<file path="config.mk">
export PLATFORM = sky130hd
export DESIGN_NAME = dual_interval_timer
export DESIGN_NICKNAME = d
export VERILOG_FILES = /design/src/rtl/dtmr_pkg.sv /design/src/rtl/dtmr_prescaler.sv /design/src/rtl/dtmr_edge_sync.sv /design/src/rtl/dtmr_channel.sv /design/src/rtl/dual_interval_timer.sv
export SDC_FILE = /design/constraint.sdc
export NUM_CORES = 1
export LEC_CHECK = 0
export BUFFER_PORTS_ARGS = -buffer_cell sky130_fd_sc_hd__buf_2
export CAP_MARGIN = 40
export CORE_ASPECT_RATIO = 0.6
export CORE_MARGIN = 2
export CORE_UTILIZATION = 35
export DETAILED_ROUTE_END_ITERATION = 7
export PLACE_DENSITY = 0.63
export SLEW_MARGIN = 20
export SYNTH_ARGS = -nofsm -noshare
export SYNTH_HDL_FRONTEND = slang
export SYNTH_HIERARCHICAL = 1
export SYNTH_SLANG_ARGS = --single-unit
export TNS_END_PERCENT = 20
</file>
<file path="constraint.sdc">
create_clock -name clk -period 2.35 [get_ports clk]
set_input_delay 0.705 -clock clk [delete_from_list [all_inputs] [get_ports clk]]
set_output_delay 0.705 -clock clk [all_outputs]
set_load 0.02 [all_outputs]
</file>
<file path="src/rtl/dtmr_pkg.sv">
package dtmr_pkg;
  localparam int unsigned REG_W   = 8;
  localparam int unsigned NUM_DIV = 4;
  localparam int unsigned DIV_W   = $clog2(NUM_DIV);

  // control register bit positions
  localparam int unsigned EN_BIT   = 0;
  localparam int unsigned DIV_LO   = 1;
  localparam int unsigned DIV_HI   = DIV_LO + DIV_W - 1;
  localparam int unsigned EXT_BIT  = 3;
  localparam int unsigned IE_BIT   = 4;
  localparam int unsigned CLR_BIT  = 5;
  localparam int unsigned PCLR_BIT = 6;
  localparam int unsigned PND_BIT  = 7;

  typedef struct packed {
    logic             ie;
    logic             ext;
    logic [DIV_W-1:0] div;
    logic             en;
  } tmr_cfg_t;

  function automatic logic [REG_W-1:0] pack_ctrl(tmr_cfg_t c, logic pnd);
    logic [REG_W-1:0] r;
    r            = '0;
    r[EN_BIT]    = c.en;
    r[DIV_HI:DIV_LO] = c.div;
    r[EXT_BIT]   = c.ext;
    r[IE_BIT]    = c.ie;
    r[PND_BIT]   = pnd;
    return r;
  endfunction
endpackage

</file>
<file path="src/rtl/dtmr_prescaler.sv">
module dtmr_prescaler
  import dtmr_pkg::*;
#(
  parameter int unsigned PRE_W          = 8,
  parameter int unsigned TAP [NUM_DIV]  = '{8, 6, 3, 0}
) (
  input  logic               clk,
  input  logic               rst_n,
  output logic [NUM_DIV-1:0] tick
);
  logic [PRE_W-1:0] pre_q, pre_d;

  always_comb begin
    pre_d = pre_q + 1'b1;
  end

  always_ff @(posedge clk or negedge rst_n) begin
    if (!rst_n) pre_q <= '0;
    else        pre_q <= pre_d;
  end

  for (genvar g = 0; g < NUM_DIV; g++) begin : g_tap
    if (TAP[g] == 0) begin : g_every
      assign tick[g] = 1'b1;
    end else begin : g_div
      assign tick[g] = &pre_q[TAP[g]-1:0];
    end
  end
endmodule

</file>
<file path="src/rtl/dtmr_edge_sync.sv">
module dtmr_edge_sync #(
  parameter int unsigned STAGES = 2
) (
  input  logic clk,
  input  logic rst_n,
  input  logic async_in,
  output logic rise
);
  logic [STAGES-1:0] sync_q, sync_d;
  logic              last_q, last_d;

  always_comb begin
    sync_d = {sync_q[STAGES-2:0], async_in};
    last_d = sync_q[STAGES-1];
  end

  always_ff @(posedge clk or negedge rst_n) begin
    if (!rst_n) begin
      sync_q <= '0;
      last_q <= 1'b0;
    end else begin
      sync_q <= sync_d;
      last_q <= last_d;
    end
  end

  assign rise = sync_q[STAGES-1] & ~last_q;
endmodule

</file>
<file path="src/rtl/dtmr_channel.sv">
module dtmr_channel
  import dtmr_pkg::*;
#(
  parameter int unsigned CNT_W   = 8,
  parameter bit          HAS_EXT = 1'b1
) (
  input  logic               clk,
  input  logic               rst_n,
  input  logic [NUM_DIV-1:0] tick_div,
  input  logic               tick_ext,
  input  logic               ctrl_we,
  input  logic               data_we,
  input  logic [REG_W-1:0]   wdata,
  output logic [REG_W-1:0]   ctrl_rd,
  output logic [CNT_W-1:0]   ref_o,
  output logic [CNT_W-1:0]   cnt_o,
  output logic               pnd_o,
  output logic               en_o,
  output logic               irq_o
);
  tmr_cfg_t         cfg_q, cfg_d;
  logic [CNT_W-1:0] ref_q, ref_d;
  logic [CNT_W-1:0] cnt_q, cnt_d;
  logic             pnd_q, pnd_d;
  logic             tick, match, cnt_clr, pnd_clr;

  always_comb begin
    cfg_d = cfg_q;
    if (ctrl_we) begin
      cfg_d.en  = wdata[EN_BIT];
      cfg_d.div = wdata[DIV_HI:DIV_LO];
      cfg_d.ext = HAS_EXT ? wdata[EXT_BIT] : 1'b0;
      cfg_d.ie  = wdata[IE_BIT];
    end
    ref_d   = data_we ? wdata[CNT_W-1:0] : ref_q;
    tick    = cfg_q.ext ? tick_ext : tick_div[cfg_q.div];
    match   = cfg_q.en && tick && (cnt_q == ref_q);
    cnt_clr = ctrl_we && wdata[CLR_BIT];
    pnd_clr = ctrl_we && wdata[PCLR_BIT];

    if (cnt_clr)                 cnt_d = '0;
    else if (match)              cnt_d = '0;
    else if (cfg_q.en && tick)   cnt_d = cnt_q + 1'b1;
    else                         cnt_d = cnt_q;

    if (match)        pnd_d = 1'b1;
    else if (pnd_clr) pnd_d = 1'b0;
    else              pnd_d = pnd_q;
  end

  always_ff @(posedge clk or negedge rst_n) begin
    if (!rst_n) begin
      cfg_q <= '0;
      ref_q <= '0;
      cnt_q <= '0;
      pnd_q <= 1'b0;
    end else begin
      cfg_q <= cfg_d;
      ref_q <= ref_d;
      cnt_q <= cnt_d;
      pnd_q <= pnd_d;
    end
  end

  assign ctrl_rd = pack_ctrl(cfg_q, pnd_q);
  assign ref_o   = ref_q;
  assign cnt_o   = cnt_q;
  assign pnd_o   = pnd_q;
  assign en_o    = cfg_q.en;
  assign irq_o   = pnd_q & cfg_q.ie;
endmodule

</file>
<file path="src/rtl/dual_interval_timer.sv">
module dual_interval_timer
  import dtmr_pkg::*;
#(
  parameter int unsigned CNT_W = 8
) (
  input  logic             clk,
  input  logic             rst_n,
  input  logic             ext_clk_a,
  input  logic             wr_en,
  input  logic [1:0]       addr,
  input  logic [REG_W-1:0] wdata,
  output logic [REG_W-1:0] rd_data,
  output logic [CNT_W-1:0] cnt_a,
  output logic [CNT_W-1:0] cnt_b,
  output logic             irq_a,
  output logic             irq_b
);
  localparam int unsigned NUM_TMR = 2;

  logic [1:0]         rst_pipe_q;
  logic               rst_sync_n;
  logic [NUM_DIV-1:0] tick_div;
  logic               tick_ext;
  logic [NUM_TMR-1:0] we_ctrl, we_data, pnd, en, irq;
  logic [REG_W-1:0]   ctrl_rd [NUM_TMR];
  logic [CNT_W-1:0]   ref_v   [NUM_TMR];
  logic [CNT_W-1:0]   cnt_v   [NUM_TMR];
  logic               pnd_a, pnd_b, en_a;
  logic [CNT_W-1:0]   ref_a;

  // reset: asserted at once, released after two clock edges
  always_ff @(posedge clk or negedge rst_n) begin
    if (!rst_n) rst_pipe_q <= 2'b00;
    else        rst_pipe_q <= {rst_pipe_q[0], 1'b1};
  end
  assign rst_sync_n = rst_pipe_q[1];

  dtmr_prescaler u_pre (
    .clk   (clk),
    .rst_n (rst_sync_n),
    .tick  (tick_div)
  );

  dtmr_edge_sync #(.STAGES(2)) u_ext (
    .clk      (clk),
    .rst_n    (rst_sync_n),
    .async_in (ext_clk_a),
    .rise     (tick_ext)
  );

  for (genvar t = 0; t < NUM_TMR; t++) begin : g_tmr
    assign we_ctrl[t] = wr_en && (addr == 2'(2 * t));
    assign we_data[t] = wr_en && (addr == 2'(2 * t + 1));

    dtmr_channel #(
      .CNT_W   (CNT_W),
      .HAS_EXT (t == 0)
    ) u_ch (
      .clk      (clk),
      .rst_n    (rst_sync_n),
      .tick_div (tick_div),
      .tick_ext (tick_ext),
      .ctrl_we  (we_ctrl[t]),
      .data_we  (we_data[t]),
      .wdata    (wdata),
      .ctrl_rd  (ctrl_rd[t]),
      .ref_o    (ref_v[t]),
      .cnt_o    (cnt_v[t]),
      .pnd_o    (pnd[t]),
      .en_o     (en[t]),
      .irq_o    (irq[t])
    );
  end

  always_comb begin
    case (addr)
      2'd0:    rd_data = ctrl_rd[0];
      2'd1:    rd_data = REG_W'(ref_v[0]);
      2'd2:    rd_data = ctrl_rd[1];
      default: rd_data = REG_W'(ref_v[1]);
    endcase
  end

  assign cnt_a = cnt_v[0];
  assign cnt_b = cnt_v[1];
  assign irq_a = irq[0];
  assign irq_b = irq[1];
  assign pnd_a = pnd[0];
  assign pnd_b = pnd[1];
  assign en_a  = en[0];
  assign ref_a = ref_v[0];
endmodule

</file>
* Yosys cells after proc, flatten, opt, wreduce, memory -nomap -nowiden *
Index checks and enable logic that the tools add are counted.

operators by class
  magnitude comparators = 2
  $add $sub $neg = 3
  bitwise gates (word level) = 4
  eq/ne operators = 5
  multiplexer cells = 16
  reduce and logical (&&, ||, !) cells = 20

operator list
  cell                                                                   number
  8-bit 2-to-1 mux                                                       6
  8-bit by 1-bit adder with 8-bit output, second input constant          3
  8-bit case mux with 3 select lines                                     1
  8-bit equality test                                                    2
  1-bit logical AND                                                      12
  8-bit AND reduction                                                    1
  1-bit 2-to-1 mux                                                       7
  2-bit by 3-bit < comparator with 1-bit output, second input constant   2
  6-bit AND reduction                                                    1
  3-bit nonzero test                                                     2
  1-bit binary-select mux with 2-bit select                              2
  2-bit equality test, second input constant                             2
  2-bit nonzero test                                                     2
  1-bit bitwise AND                                                      3
  3-bit AND reduction                                                    1
  2-bit by 1-bit equality test with 1-bit output, second input constant  1
  2-bit logical NOT                                                      1
  1-bit inverter                                                         1

word-level totals
  flip-flop bits (word level) = 56
  logic and storage cells = 67
  input bits = 14

* Depth between registers and ports, before layout *
Gate-level depths: netlist (run 1).

  depth in word-level cells = 8
  gate-level depth with buffers = 9
  mapped depth without buffers = 8

* Modules after synthesis *
Netlist (run 1), hierarchy kept.

modules (own cells, without submodules)
  module                         cells an instance  area an instance (um^2)  seq. area each (um^2)  times used
  dtmr_channel at g_tmr[0].u_ch  101                1167.4                   550.5                  1
  dtmr_channel at g_tmr[1].u_ch  96                 1064.8                   525.5                  1
  dtmr_prescaler                 28                 346.6                    200.2                  1
  dual_interval_timer            17                 292.8                    50.0                   1
  dtmr_edge_sync                 4                  88.8                     75.1                   1

* Least setup slack after synthesis (run 1) *
OpenSTA, ideal clock, no wires.

  path kind = input port to output port
  from = input port addr[0]
  to = output port rd_data[0]
  slack = 0.244 ns
  data required time = 1.645 ns
  arrival time = 1.401 ns
  stages on the path = 2
  cells stage by stage = buf_6 > mux4_2

on the way
  word-level cells in the longest chain between the ends = 2

RTL lines
  what                                               RTL line                   text
  from (decl)                                        dual_interval_timer.sv:10  input logic [1:0] addr,
  2-bit equality test, or another cell as far along  dual_interval_timer.sv:76  case (addr)
  8-bit case mux with 3 select lines *               dual_interval_timer.sv:76
  to (decl)                                          dual_interval_timer.sv:12  output logic [REG_W-1:0] rd_data,

Every way passes the cells marked *; elsewhere a longest branch is shown, timed or not.

* Worst setup path after layout (run 1) *
  from = input port addr[0]
  to = output port rd_data[4]

Same word-level chain as after synthesis.

==> metrics.md, run 1 <==
| Metric | Value |
|---|---|
| Run status | `complete, no violations` |
| Final Critical Period | `2290 ps` |
| Worst Path Arrival | `1580 ps` |
| Final non-filler cell total | `398` |
| Clk buf depth | `2` |
| Type of origin of the critical path | `input pin` |
| Post-DR wirelength/cell | `16.2 µm` |
| Number of flops mapped to enable cells by yosys | `0` |
| Max Slew Vio Count | `0` |
| P_leak | `1.50 nW` |
| CTS tree | `built` |
| Hold_buf cts | `0` |
| Final setup vio count | `0` |
| Worst-Skew Late Latency | `300 ps` |
| CTS sink count | `56` |
| Dominant synthesized flop cell | `dfrtp_1` |
| Vias | `2060` |
| Pre-CTS setup slack | `-117 ps` |
| Worst vdd ir | `0.346 mV` |
| GP Congestion | `0.816` |
| # nets final | `307` |
| Area Growth Syn to Fin | `16.4%` |
| Dpl cells | `388` |
| DR DRC count | `0` |
| Worst Path Required | `1640 ps` |
| Crit Path Class | `input pin to output pin` |
| Clock-pin slew on the worst setup and hold paths | `70 ps` |
| Antenna Nets Post-Route | `0` |
| Core Area | `0.00804 mm²` |
| Worst setup margin | `62.8 ps` |
| Final total power | `2.72 mW` |
| Slew of the pin with the lowest slew margin | `595 ps` |
| Number of global-route vias before repair | `1976` |
| Cells after Synth | `246` |
| Reg2reg start | `u_pre/pre_q[1]$_DFF_PN0_` |
| DP HPWL | `4830 µm` |
| FF-to-FF setup slack | `170 ps` |
| Die height | `75.2 µm` |
| Grt ovf | `0` |
| Fin util | `42.9%` |
| Die ar. | `0.00923 mm²` |
| Cell area power density | `790 mW/mm²` |
| Setup crit end kind | `output pin` |
| Share of post-route cells with drive strength above 1 | `36.9%` |
| CTS Root Cell | `clkbuf_16` |
| Reg2reg end | `g_tmr[0].u_ch/cnt_o[6]$_DFFE_PN0P_` |
| Highest clock rate | `0.437 GHz` |
| DR pass1 iterations | `4` |
| Distinct cells, synth | `49` |
| Period utilisation layout | `97.3%` |
| Ys Warns | `6` |
| Cell family contributing the most delay on the critical path | `multiplexers` |
| Hold slack | `177 ps` |
| Worst reg-to-reg path cell count | `9` |
| DIE WIDTH | `123 µm` |
| CTS Buf Count | `5` |
| Hold crit path type | `input pin to asynchronous set/reset pin` |
| Port Buffers | `39` |
| Flop and latch count out of synthesis | `56` |
| Slowest stage cell, crit path | `mux4_1` |
| Initial core utilization | `36.8%` |
| Largest net degree at the start of global routing | `28` |
| Ports | `40` |
| Maximum capacitance violations | `0` |
| # diodes | `0` |
| Synth Cell Area | `0.00296 mm²` |
| Routed WL | `6450 µm` |
| Slew headroom | `60.3%` |
| Critical-path cell list | `buf_6 > mux4_1 > buf_2` |
| CP max FO | `12` |
| Seq/Total Area, Yosys | `47.3%` |
| CP Buf/Inv Count | `2` |
| Row Count | `25` |
| Final Hold Fails | `0` |
| Initial antenna violation count | `0` |
| Initial DRC count | `122` |
| First-pass GRT wire length | `10600 µm` |
| Skew final | `2.12 ps` |
| FFs w/ async S/R, synth | `100%` |
| H-tree depth | `2` |
| Slowest stage delay, CP | `550 ps` |
| RSZ-0062 raised after global routing | `no` |
| DR vias/cell | `5.18` |
| Total GRT Usage | `15.4%` |
| Avg Inst Size Synth | `12.0 µm²` |
where the power goes:
group          leakage (nW)  switching [mW]  internal, mW
clock network        0.0808           0.344         0.502
logic                 0.719           0.299         0.301
registers             0.700           0.186          1.09
total                  1.50           0.828          1.89
worst reg2reg max path, cell delays in order, from the launching register on:
cell      delay, ps
dfrtp_1         390
ha_1            220
nand2_1         130
nor2_4           60
and3_1          190
mux2i_1         220
o221ai_4        160
buf_4           200
and3_2          210
nor4_1          280
metrics by stage:
stage / setup TNS (ps) / instance area (µm²)
detailed placement: -590 / 3250
global route: 0 / 3450
CTS: 0 / 3420
finish: 0 / 3450
floorplan: 0 / 2970
global placement: -519 / 3250
synthesized netlist by cell type (4+ instances only):
cell | count | area share, %
a21oi_1 | 7 | 1.2
and3_1 | 4 | 0.85
and3_2 | 5 | 1.3
buf_4 | 10 | 2.5
conb_1 | 4 | 0.51
dfrtp_1 | 56 | 47
ha_1 | 4 | 1.7
mux2_2 | 25 | 9.5
mux2i_1 | 4 | 1.4
mux4_2 | 6 | 4.6
nand2_1 | 13 | 1.6
nand3_1 | 7 | 1.2
nand4_1 | 5 | 1.1
nor2_1 | 6 | 0.76
o21ai_0 | 13 | 2.2
or3_1 | 4 | 0.85
xnor2_1 | 19 | 5.6
flip-flops by register name (all words and copies together) (netlist names):
signal	flops
g_tmr.u_ch/en_o	2
u_ext/last_q	1
g_tmr.u_ch/ctrl_rd	7
u_ext/sync_q	2
g_tmr.u_ch/ref_o	16
g_tmr.u_ch/pnd_o	2
rst_pipe_q	2
g_tmr.u_ch/cnt_o	16
u_pre/pre_q	8
per-layer routing:
layer | wire (µm) | vias to the layer above | part of all wire (%) | GRT usage, %
met5 | 0 | - | 0 | 0
met4 | 60 | 0 | 0.93 | 4.21
met3 | 367 | 6 | 5.7 | 3.86
met2 | 2530 | 48 | 39 | 20.7
met1 | 3490 | 1037 | 54 | 24.2
li1 | - | 969 | - | -
kinds of logic (layout without fill, tap and decap cells):
family | count (synthesis) | count (layout) | share of synthesized area (%)
flops | 56 | 56 | 47.3
mux | 37 | 37 | 17.2
simple gates | 68 | 68 | 14.4
buf+inv | 20 | 61 | 4.40
xor+xnor | 21 | 21 | 6.21
fa+ha+maj | 4 | 4 | 1.69
other cells | 4 | 7 | 0.507
compound gates | 36 | 36 | 8.24
layout make-up:
type,count,area (µm²)
Fill cell,759,4590
Multi-Input combinational cell,173,1450
Timing Repair Buffer,50,282
Tap cell,108,135
Clock inverter,2,35.0
Clock buffer,6,129
Sequential cell,56,1400
Inverter,3,11.3
repair_timing:
action	CTS	global route
resized for setup	2	3
endpoints found under the setup margin	7	3
pin swaps	0	1
buffers inserted	0	2
how the worst max path moves through the flow:
stage	slack (ps)	cells after the start	from	to
after global placement	-100	3	addr[0]	rd_data[4]
after floorplan	240	2	addr[0]	rd_data[0]
after detailed placement	-120	3	addr[0]	rd_data[4]
after CTS	60	3	addr[0]	rd_data[4]
after global routing	4	8	u_pre/pre_q[0]$_DFF_PN0_	g_tmr[1].u_ch/cnt_o[7]$_DFFE_PN0P_
final	60	3	addr[0]	rd_data[4]
placed cells by master (no fill, tap or decap), types with 5 or more instances in the layout:
master and instances:
dfrtp_1 55, buf_2 39, mux2_2 25, xnor2_1 19
nand2_1 13, o21ai_0 13, buf_4 10, nand3_1 7
a21oi_1 7, conb_1 7, mux4_2 6, nor2_1 6
and3_2 5, clkbuf_16 5, nand4_1 5
(Power assumes the default switching activity.)
==> run 2: changes to the inputs <==
--- a/config.mk
+++ b/config.mk
@@ -8,10 +8,9 @@
 export BUFFER_PORTS_ARGS = -buffer_cell sky130_fd_sc_hd__buf_2
 export CAP_MARGIN = 40
 export CORE_ASPECT_RATIO = 0.6
-export CORE_MARGIN = 2
+export CORE_MARGIN = 1
 export CORE_UTILIZATION = 35
 export DETAILED_ROUTE_END_ITERATION = 7
-export PLACE_DENSITY = 0.63
 export SLEW_MARGIN = 20
 export SYNTH_ARGS = -nofsm -noshare
 export SYNTH_HDL_FRONTEND = slang
==> run 2 against run 1 <==
Worst setup slack got worse by 17 ps. Sequential power barely moved. Maximum frequency fell by 0.75%. Design area fell by 1.1%. First-iteration DRC count fell by 4.1%. Clock skew rose by 1.9 ps. Critical path type unchanged. Largest power group unchanged.
==> metrics.md, run 2 (synthesis gave the netlist of run 1 again) <==
| Metric | Value |
|---|---|
| Run status | `complete, no violations` |
| Switching Fraction | `32.1%` |
| Setup crit end kind | `output pin` |
| CTS Buf Count | `5` |
| CTS Root Cell | `clkbuf_16` |
| CTS tree | `built` |
| Worst setup margin | `45.5 ps` |
| Clk buf depth | `2` |
| Type of origin of the critical path | `input pin` |
| Psw | `0.841 mW` |
| Combinational share of power | `22.9%` |
| Worst Path Arrival | `1600 ps` |
| First-pass GRT wire length | `10900 µm` |
| FF-to-FF setup slack | `170 ps` |
| P_leak | `1.48 nW` |
| Hold crit path type | `input pin to asynchronous set/reset pin` |
| Pre-CTS setup slack | `-105 ps` |
| Period utilisation layout | `98.1%` |
| Hold slack | `173 ps` |
| Total GRT Usage | `16.8%` |
| Final Critical Period | `2300 ps` |
| Clock Power Share | `28.6%` |
| CTS sink count | `56` |
| Clock-pin slew on the worst setup and hold paths | `70 ps` |
| Antenna Nets Post-Route | `0` |
| Post-DR wirelength/cell | `16.4 µm` |
| Highest clock rate | `0.434 GHz` |
| Crit Path Class | `input pin to output pin` |
| Largest net degree at the start of global routing | `32` |
| Initial antenna violation count | `0` |
| Skew final | `4.07 ps` |
| DR vias/cell | `5.16` |
| Area Growth Syn to Fin | `15.2%` |
| GP Congestion | `0.811` |
| Die ar. | `0.00884 mm²` |
| Vias | `2040` |
| # diodes | `0` |
| Die height | `73.2 µm` |
| Max Slew Vio Count | `0` |
| # nets final | `304` |
| Commonest non-fill, non-tap cell in the layout | `dfrtp_1` |
| Row Count | `25` |
| RSZ-0062 raised after global routing | `no` |
| Int Pwr | `1.78 mW` |
| Port Buffers | `39` |
| Initial DRC count | `117` |
| Reg power frac | `48.5%` |
| Routed WL | `6500 µm` |
| Slew headroom | `52.9%` |
| DR pass1 iterations | `4` |
| Hold_buf cts | `0` |
| Number of global-route vias before repair | `2050` |
| Post-CTS setup buffers | `0` |
| Final Hold Fails | `0` |
| Cell area power density | `769 mW/mm²` |
| Maximum capacitance violations | `0` |
| Reg2reg start | `u_pre/pre_q[1]$_DFF_PN0_` |
| Reg2reg end | `g_tmr[1].u_ch/cnt_o[5]$_DFFE_PN0P_` |
| Share of post-route cells with drive strength above 1 | `36.9%` |
| Setup TNS | `0 ps` |
| Grt ovf | `0` |
| Final setup vio count | `0` |
| Initial core utilization | `36.8%` |
| DP HPWL | `4830 µm` |
| Placed inst area | `0.00324 mm²` |
| DIE WIDTH | `121 µm` |
| Worst-Skew Late Latency | `300 ps` |
| DR DRC count | `0` |
| Worst vdd ir | `0.264 mV` |
| Ports | `40` |
| Slew of the pin with the lowest slew margin | `706 ps` |
| Core Area | `0.00804 mm²` |
| H-tree depth | `2` |
| Fin util | `42.4%` |
| Most frequent cells in the layout | `dfrtp_1 (55), buf_2 (38), mux2_2 (25)` |
| CP max FO | `9` |
| Worst Path Required | `1640 ps` |
| Post-route cell area | `0.00341 mm²` |
| Worst reg-to-reg path cell count | `8` |
[run 2: cell count changes in the layout (fill, tap and decap cells not counted), sizes merged]
cell    change
bufinv      -1
clkinv      +2
clkbuf      -1
buf         -3
[run 2: area by class of cell]
type	count	area [µm²]
Fill cell	759	4630
Inverter	3	11.3
Clock buffer	5	125
Sequential cell	56	1400
Tap cell	108	135
Clock inverter	3	18.8
Multi-Input combinational cell	173	1460
Timing Repair Buffer	47	262
[run 2: worst max-delay path: stages]
cell and delay, ps:
buf_6 130, buf_4 140, mux4_1 440, buf_2 170
[run 2: power by group through the flow]
stage | sequential (mW) | combinational, mW | clock (mW)
floorplan | 1.29 | 0.415 | 0
global placement | 1.29 | 0.590 | 0
detailed placement | 1.29 | 0.599 | 0
CTS | 1.27 | 0.604 | 0.769
global route | 1.31 | 0.662 | 0.801
finish | 1.27 | 0.601 | 0.749
[run 2: worst max-delay path by stage]
stage	start	end	slack (ps)	cells past startpoint
after floorplan	addr[0]	rd_data[0]	240	2
after global placement	addr[0]	rd_data[4]	-90	3
after detailed placement	addr[0]	rd_data[4]	-100	3
after CTS	addr[0]	rd_data[6]	-20	4
after global routing	u_pre/pre_q[1]$_DFF_PN0_	g_tmr[1].u_ch/cnt_o[7]$_DFFE_PN0P_	3	8
final	addr[0]	rd_data[6]	50	4
[run 2: metrics by stage]
| step | std cells | power, mW |
|---|---|---|
| after floorplan | 249 | 1.70 |
| after global placement | 387 | 1.88 |
| after detailed placement | 387 | 1.89 |
| after CTS | 395 | 2.65 |
| after global routing | 395 | 2.77 |
| final | 395 | 2.62 |
[run 2: layer usage]
layer,GRT usage [%],share of wire (%)
met5,0,0
met4,6.58,1.4
met3,5.70,8.3
met2,22.3,40
met1,24.7,50
[run 2: timing repair]
action                                 4_1_cts  5_1_grt
endpoints found under the hold margin        0        0
resized for setup                            1        5
setup endpoints to repair                    7        7
